--- src/rtl/ipc_flag_pkg.sv ---
package ipc_flag_pkg;
   // sender side byte offsets
   localparam int unsigned SND_SET_OFS  = 0;
   localparam int unsigned SND_CLR_OFS  = 4;
   localparam int unsigned SND_VIEW_OFS = 8;
   // receiver side byte offsets
   localparam int unsigned RCV_ACK_OFS  = 0;
   localparam int unsigned RCV_STAT_OFS = 4;
   // minimum address width able to reach every offset
   localparam int unsigned MIN_ADDR_W   = 4;

   typedef enum logic [1:0] {
      SREG_NONE = 2'd0,
      SREG_SET  = 2'd1,
      SREG_CLR  = 2'd2,
      SREG_VIEW = 2'd3
   } snd_reg_e;
endpackage

--- src/rtl/ipc_wr_decode.sv ---
module ipc_wr_decode
   import ipc_flag_pkg::*;
#(
   parameter int unsigned NFLAGS = 32,
   parameter int unsigned ADDR_W = 4
) (
   input  logic [ADDR_W-1:0] snd_addr,
   input  logic              snd_wr,
   input  logic [NFLAGS-1:0] snd_wdata,
   input  logic [ADDR_W-1:0] rcv_addr,
   input  logic              rcv_wr,
   input  logic [NFLAGS-1:0] rcv_wdata,
   output logic [NFLAGS-1:0] set_mask,
   output logic [NFLAGS-1:0] clr_mask
);
   snd_reg_e sel;
   logic     ack_hit;

   always_comb begin
      sel = SREG_NONE;
      if (snd_addr == ADDR_W'(SND_SET_OFS))       sel = SREG_SET;
      else if (snd_addr == ADDR_W'(SND_CLR_OFS))  sel = SREG_CLR;
      else if (snd_addr == ADDR_W'(SND_VIEW_OFS)) sel = SREG_VIEW;
   end

   assign ack_hit  = rcv_wr && (rcv_addr == ADDR_W'(RCV_ACK_OFS));
   assign set_mask = (snd_wr && sel == SREG_SET) ? snd_wdata : '0;
   assign clr_mask = ((snd_wr && sel == SREG_CLR) ? snd_wdata : '0)
                   | (ack_hit ? rcv_wdata : '0);
endmodule

--- src/rtl/ipc_flag_cell.sv ---
module ipc_flag_cell #(
   parameter bit SET_WINS = 1'b1
) (
   input  logic clk,
   input  logic rst_n,
   input  logic set_i,
   input  logic clr_i,
   output logic q
);
   logic d;

   generate
      if (SET_WINS) begin : g_set_first
         assign d = set_i | (q & ~clr_i);
      end else begin : g_clr_first
         assign d = (q | set_i) & ~clr_i;
      end
   endgenerate

   always_ff @(posedge clk or negedge rst_n) begin
      if (!rst_n) q <= 1'b0;
      else        q <= d;
   end
endmodule

--- src/rtl/ipc_read_mux.sv ---
module ipc_read_mux
   import ipc_flag_pkg::*;
#(
   parameter int unsigned NFLAGS = 32,
   parameter int unsigned ADDR_W = 4
) (
   input  logic [ADDR_W-1:0] snd_addr,
   input  logic              snd_rd,
   input  logic [ADDR_W-1:0] rcv_addr,
   input  logic              rcv_rd,
   input  logic [NFLAGS-1:0] flags,
   output logic [NFLAGS-1:0] snd_rdata,
   output logic [NFLAGS-1:0] rcv_rdata
);
   always_comb begin
      snd_rdata = '0;
      // set and clear offsets deliberately fall through to zero
      if (snd_rd && snd_addr == ADDR_W'(SND_VIEW_OFS)) snd_rdata = flags;
   end

   always_comb begin
      rcv_rdata = '0;
      if (rcv_rd && rcv_addr == ADDR_W'(RCV_STAT_OFS)) rcv_rdata = flags;
   end
endmodule

--- src/rtl/ipc_flag_bank.sv ---
module ipc_flag_bank
   import ipc_flag_pkg::*;
#(
   parameter int unsigned NFLAGS   = 32,
   parameter int unsigned NIRQ     = 4,
   parameter int unsigned ADDR_W   = 4,
   parameter bit          SET_WINS = 1'b1
) (
   input  logic              clk,
   input  logic              rst_n,
   input  logic [ADDR_W-1:0] snd_addr,
   input  logic              snd_wr,
   input  logic [NFLAGS-1:0] snd_wdata,
   input  logic              snd_rd,
   output logic [NFLAGS-1:0] snd_rdata,
   input  logic [ADDR_W-1:0] rcv_addr,
   input  logic              rcv_wr,
   input  logic [NFLAGS-1:0] rcv_wdata,
   input  logic              rcv_rd,
   output logic [NFLAGS-1:0] rcv_rdata,
   output logic [NIRQ-1:0]   irq
);
   localparam int unsigned PLAIN_FLAGS = NFLAGS - NIRQ;

   generate
      if (NIRQ == 0 || NIRQ > NFLAGS) begin : g_bad_irq
         $error("ipc_flag_bank: NIRQ must be 1..NFLAGS");
      end
      if (ADDR_W < MIN_ADDR_W) begin : g_bad_addr
         $error("ipc_flag_bank: ADDR_W too narrow for register offsets");
      end
      if (NFLAGS > 32) begin : g_bad_width
         $error("ipc_flag_bank: NFLAGS limited to one bus word");
      end
   endgenerate

   logic [NFLAGS-1:0] set_mask;
   logic [NFLAGS-1:0] clr_mask;
   logic [NFLAGS-1:0] flag_q;

   ipc_wr_decode #(.NFLAGS(NFLAGS), .ADDR_W(ADDR_W)) dec_i (
      .snd_addr (snd_addr),
      .snd_wr   (snd_wr),
      .snd_wdata(snd_wdata),
      .rcv_addr (rcv_addr),
      .rcv_wr   (rcv_wr),
      .rcv_wdata(rcv_wdata),
      .set_mask (set_mask),
      .clr_mask (clr_mask)
   );

   generate
      for (genvar b = 0; b < NFLAGS; b++) begin : g_cell
         ipc_flag_cell #(.SET_WINS(SET_WINS)) cell_i (
            .clk  (clk),
            .rst_n(rst_n),
            .set_i(set_mask[b]),
            .clr_i(clr_mask[b]),
            .q    (flag_q[b])
         );
      end
   endgenerate

   ipc_read_mux #(.NFLAGS(NFLAGS), .ADDR_W(ADDR_W)) rmux_i (
      .snd_addr (snd_addr),
      .snd_rd   (snd_rd),
      .rcv_addr (rcv_addr),
      .rcv_rd   (rcv_rd),
      .flags    (flag_q),
      .snd_rdata(snd_rdata),
      .rcv_rdata(rcv_rdata)
   );

   // only the low flags reach the receiver as interrupts; the
   // PLAIN_FLAGS upper flags are visible solely through reads
   generate
      if (PLAIN_FLAGS >= 0) begin : g_irq
         assign irq = flag_q[NIRQ-1:0];
      end
   endgenerate
endmodule

--- config.mk ---
export PLATFORM = sky130hd
export DESIGN_NAME = ipc_flag_bank
export DESIGN_NICKNAME = d
export VERILOG_FILES = /design/src/rtl/ipc_flag_pkg.sv /design/src/rtl/ipc_wr_decode.sv /design/src/rtl/ipc_flag_cell.sv /design/src/rtl/ipc_read_mux.sv /design/src/rtl/ipc_flag_bank.sv
export SDC_FILE = /design/constraint.sdc
export NUM_CORES = 1
export LEC_CHECK = 0
export ABC_CLOCK_PERIOD_IN_PS = 1300
export BUFFER_PORTS_ARGS = -buffer_cell sky130_fd_sc_hd__buf_2
export CORE_UTILIZATION = 34
export DETAILED_ROUTE_END_ITERATION = 12
export GPL_ROUTABILITY_DRIVEN = 0
export MAX_ROUTING_LAYER = met4
export PLACE_DENSITY = 0.75
export RECOVER_POWER = 25
export SYNTH_ARGS = -nofsm -noshare
export SYNTH_HDL_FRONTEND = slang
export SYNTH_SLANG_ARGS = --single-unit
--- constraint.sdc ---
create_clock -name clk -period 1.3 [get_ports clk]
set_clock_uncertainty 0.1 [all_clocks]
set_input_delay 0.13 -clock clk [delete_from_list [all_inputs] [get_ports clk]]
set_output_delay 0.13 -clock clk [all_outputs]
set_load 0.1 [all_outputs]
# Yosys cells after proc, flatten, opt, wreduce, memory -nomap -nowiden
# Cells that the tools add are included.
# word_totals
reg_bits,32
in_bits,78
word_cells,149
# classes
n_eq_ne,5
n_mux,8
bitwise,97
reduce_logical,7
# ops
op,n
$mux 32,5
$and 1x1->1,32
$not 1->1,32
$or 1x1->1,32
$or 32x32->32,1
$eq 4x3->1 const B,2
$logic_not 4->1,2
$mux 2,3
$logic_and 1x1->1,5
$eq 4x4->1 const B,1
$eq 2x1->1 const B,1
$eq 2x2->1 const B,1

# Longest topological paths before layout
# depth
depth_word,11
ltp_mapped,5
depth_no_buf,3

# Modules after synthesis
# A second synthesis with hierarchy kept.
# unflattened
hier_cells,295
area_unflattened_um2,2795.2
# modules_own_cells
mod,instances,cells_each,area_per_inst_um2
ipc_flag_cell,32,3,36.3
ipc_read_mux,1,116,996.0
ipc_wr_decode,1,79,608.1
ipc_flag_bank,1,4,30.0

# Worst setup path after synthesis
# No wires, ideal clock.
# synth_path
kind,input-to-output
startpoint,in snd_addr[2]
endpoint,out snd_rdata[0]
arrival_ns,1.653
setup_slack_ns,-0.583
cell_stages,4
path_buffers,2
cell_sequence,clkbuf_1 > nor4_2 > clkbuf_1 > and2_1
# synth_between
elab_chain_cells,3
# synth_lines
element,line,rtl
start: declaration,ipc_flag_bank.sv:11,"input logic [ADDR_W-1:0] snd_addr,"
$eq 4x4->1,ipc_read_mux.sv:18,if (snd_rd && snd_addr == ADDR_W'(SND_VIEW_OFS)) snd_rdata = flags;
$logic_and 1x1->1,ipc_read_mux.sv:18,
$mux 32,ipc_read_mux.sv:18,
end: declaration,ipc_flag_bank.sv:15,"output logic [NFLAGS-1:0] snd_rdata,"
# Every way passes these cells.

# Worst setup path after layout
# layout_path
startpoint,in snd_addr[0]
endpoint,out snd_rdata[2]
# The elaborated chain is that of the path after synthesis.

==> results summary <==
The average wire length per cell after detail routing came out at 17.8 µm. The count of nets after finishing is 475. The layout has 383 filler cells. After floorplanning, the core was sized to cover 0.00592 mm².

The clock slew seen by the registers of the worst setup and hold paths is 0.06 ns. The net switching power came out at 0.00123 W. TritonCTS built the clock tree.

The final number of hold-violating endpoints came out at 0. The detailed-routing iteration count for the pre-antenna-repair pass came out at 4. The count of max-cap constraint violations came out at 0.

Across every metal layer, demand over resource in global routing totals 0.270. The total congestion overflow came out at 0. The total wirelength of the detailed-routed design came out at 8420 µm. The antenna cell count came out at 0.

The synthesized netlist net count is 304. The share of the core filled with cells in the final layout came out at 0.775. The worst hold path belongs to the class primary input to flip-flop. The number of max-slew violations in the final report came to 0. The register with the most flip-flops in the layout has 32 of them. STA classifies the critical path startpoint as a primary input. The total I/O pin count came out at 146. The count of nets left with antenna violations once routing finished came out at 0. The required time of the critical path is 1.07 ns. The critical path class is primary input to primary output.

The die area came out at 0.00643 mm². The actual transition at the worst max-transition pin came out at 0.444 ns. The worst vdd rail ir drop came out at 0.000560 V. The biggest fanout along the worst timing path came out at 16. The final critical-path share of the clock period came out at 1.08. Setup repair after global routing could not meet its margin everywhere. Walking the worst path, the cells encountered are buf_8 > nor4_4 > buf_4 > clkbuf_16 > and2_4 > buf_12. The post-placement cell area is 0.00414 mm². The overall die height came out at 80.2 µm. From synthesis to final layout, the design area changed by 121%.

Across all hold checks on the routed design, the worst slack comes to 0.00751 ns. The endpoint type of the worst setup path is a primary output. For the worst setup path, the data arrival time is 1.17 ns.

The total clock sinks came out at 32. The count of distinct cell types in the synthesized netlist is 15. The cell-internal power is 0.00222 W. The number of global-route vias before repair is 2685. The sequential area share after synthesis came out at 0.385. For this run, the number of Yosys warnings is 0.

The clock latency of the later-clocked register in the worst-skew pair is 0.27 ns. The horizontal die dimension came out at 80.2 µm. Setup violations remaining at the end of the flow were counted as 64. The power per unit of standard cell area came out at 752 mW/mm².

After routing, the total negative slack on setup checks comes to -5.21 ns. The total area of sequential cells came out at 801 µm². Of the total power, registers draw 0.417.

The combinational group share of total power came out at 0.360. The number of port buffers came out at 145. The headroom to the max-slew limit came out at 0.704. The cell area after layout is 0.00459 mm².

For this run, the slowest stage of the critical path takes 0.25 ns. The H-tree generated during clock tree synthesis spans 2 levels. The run finished, with violations left. The cell at the slowest stage of the critical path is sky130_fd_sc_hd__nor4_4. The initial antenna violation count came out at 0. The number of standard-cell rows in the floorplan is 28. The worst setup margin is -0.102 ns. The placed wire-length estimate came out at 6020 µm. The maximum frequency from static timing analysis is 713 MHz. The initial DRC count came out at 109. The mapped netlist covers 0.00208 mm². The remaining design rule violation count is 0. The checks that failed: setup timing. The cell count after synthesis came out at 226. Of the cells placed in the final design, the portion with a size suffix greater than 1 is 0.603. The leakage component of the power came out at 1.95 nW. The number of buffers created by CTS came out at 5. The fraction of power spent switching nets came out at 0.356. The register bank with the most flops is g_cell.cell_i.q.

A synthesized cell averages 9.20 µm². The first-pass GRT wire length is 12800 µm. The part of the total power dissipated in the clock network is 0.224. The routed via count came out at 2568. No sink is reached through more buffers than the 2 on the longest clock path.

The largest registers in the layout are g_cell.cell_i.q (32). The cell at the root of the clock tree is sky130_fd_sc_hd__clkbuf_8. The initial core utilization came out at 0.351. The area occupied by multi-input gates came out at 0.00130 mm².

In this run, synthesis produced a sequential element count of 32. The post-detailed-route via-to-cell ratio is 5.43. The minimum period implied by the final worst setup slack came out at 1.40 ns. The maximum number of pins on one net before global-route repair came out at 33.
-- synth_stat cells --
cell,count,area share
sky130_fd_sc_hd__a32o_1,32,0.15
sky130_fd_sc_hd__and2_1,64,0.19
sky130_fd_sc_hd__and2b_4,1,0.0048
sky130_fd_sc_hd__and3_1,1,0.0030
sky130_fd_sc_hd__buf_2,3,0.0072
sky130_fd_sc_hd__buf_4,4,0.014
sky130_fd_sc_hd__buf_6,6,0.032
sky130_fd_sc_hd__clkbuf_1,14,0.025
sky130_fd_sc_hd__dfrtp_1,32,0.39
sky130_fd_sc_hd__nand2_1,1,0.0018
sky130_fd_sc_hd__nand3_1,64,0.15
sky130_fd_sc_hd__nor2b_1,1,0.0030
sky130_fd_sc_hd__nor3_2,1,0.0048
sky130_fd_sc_hd__nor4_2,1,0.0060
sky130_fd_sc_hd__nor4b_4,1,0.011
-- through the flow --
step           std cells  power (W)  setup WS (ns)
6_report             473    0.00345         -0.102
5_1_grt              473    0.00361         -0.126
4_1_cts              471    0.00347        -0.0984
3_5_place_dp         433    0.00261         -0.178
3_3_place_gp         433    0.00254         -0.107
2_1_floorplan        226    0.00212        -0.0272
-- power groups by stage --
| stage | logic, W | clock network, W | registers [W] |
|---|---|---|---|
| after floorplan | 0.000750 | 0 | 0.00137 |
| after global placement | 0.00112 | 0 | 0.00142 |
| after detailed placement | 0.00116 | 0 | 0.00145 |
| after CTS | 0.00124 | 0.000797 | 0.00143 |
| after global routing | 0.00130 | 0.000841 | 0.00147 |
| final | 0.00124 | 0.000772 | 0.00144 |
-- layout by cell type (no fill, tap or decap), drive strengths merged, types with 2 or more instances in the layout --
cell / netlist / routed
a32o: 32 / 32
and2: 64 / 64
buf: 13 / 158
clkbuf: 14 / 9
clkinv: 0 / 2
dfrtp: 32 / 32
dlygate4sd3: 0 / 30
nand3: 64 / 64
-- path summary, 6_finish.rpt --
path                                         start             endpoint  slack, ns  cells past startpoint
min in group asynchronous                    rst_n  g_cell[27].cell_i.q       0.23                      2
max in group asynchronous                    rst_n   g_cell[8].cell_i.q       0.22                      3
worst min register to register  g_cell[5].cell_i.q   g_cell[5].cell_i.q       0.46                      1
worst max register to register  g_cell[0].cell_i.q   g_cell[0].cell_i.q       0.39                      1
worst min-delay path                 snd_wdata[30]  g_cell[30].cell_i.q      0.008                      2
worst max-delay path                   snd_addr[0]         snd_rdata[2]      -0.10                      6
-- metal layers --
| layer | up-vias | GRT usage | routed length, µm |
|---|---|---|---|
| li1 | 1165 | - | - |
| met1 | 1266 | 0.263 | 2810 |
| met2 | 119 | 0.526 | 4960 |
| met3 | 18 | 0.0455 | 421 |
| met4 | 0 | 0.111 | 231 |
| met5 | - | - | 0 |
-- kinds of logic after synthesis --
| group | after synthesis | synth area share |
|---|---|---|
| flip-flops | 32 | 0.385 |
| AO/OA/AOI/OAI | 32 | 0.154 |
| buffers and inverters | 27 | 0.0794 |
| AND/OR/NAND/NOR | 135 | 0.381 |
-- cell type report --
class | count | share of cell area
Clock buffer | 6 | 0.0180
Clock inverter | 2 | 0.00218
Multi-Input combinational cell | 167 | 0.283
Sequential cell | 32 | 0.174
Tap cell | 75 | 0.0204
Timing Repair Buffer | 191 | 0.502
-- critical path, delay by kind of cell --
family	cells	cell delay (ns)
and+or+nand+nor	2	0.41
buffers and inverters	4	0.63
-- repair_timing --
item                                    in CTS  in global routing
cloned                                       0                  1
setup buffers                                1                  1
gates resized for setup                     10                  4
hold buffers                                29                  1
endpoints found under the setup margin      64                 65
hold endpoints to repair                    44                  1
pin swaps                                   12                  4
Note: power is estimated with default switching activity, not from simulation.
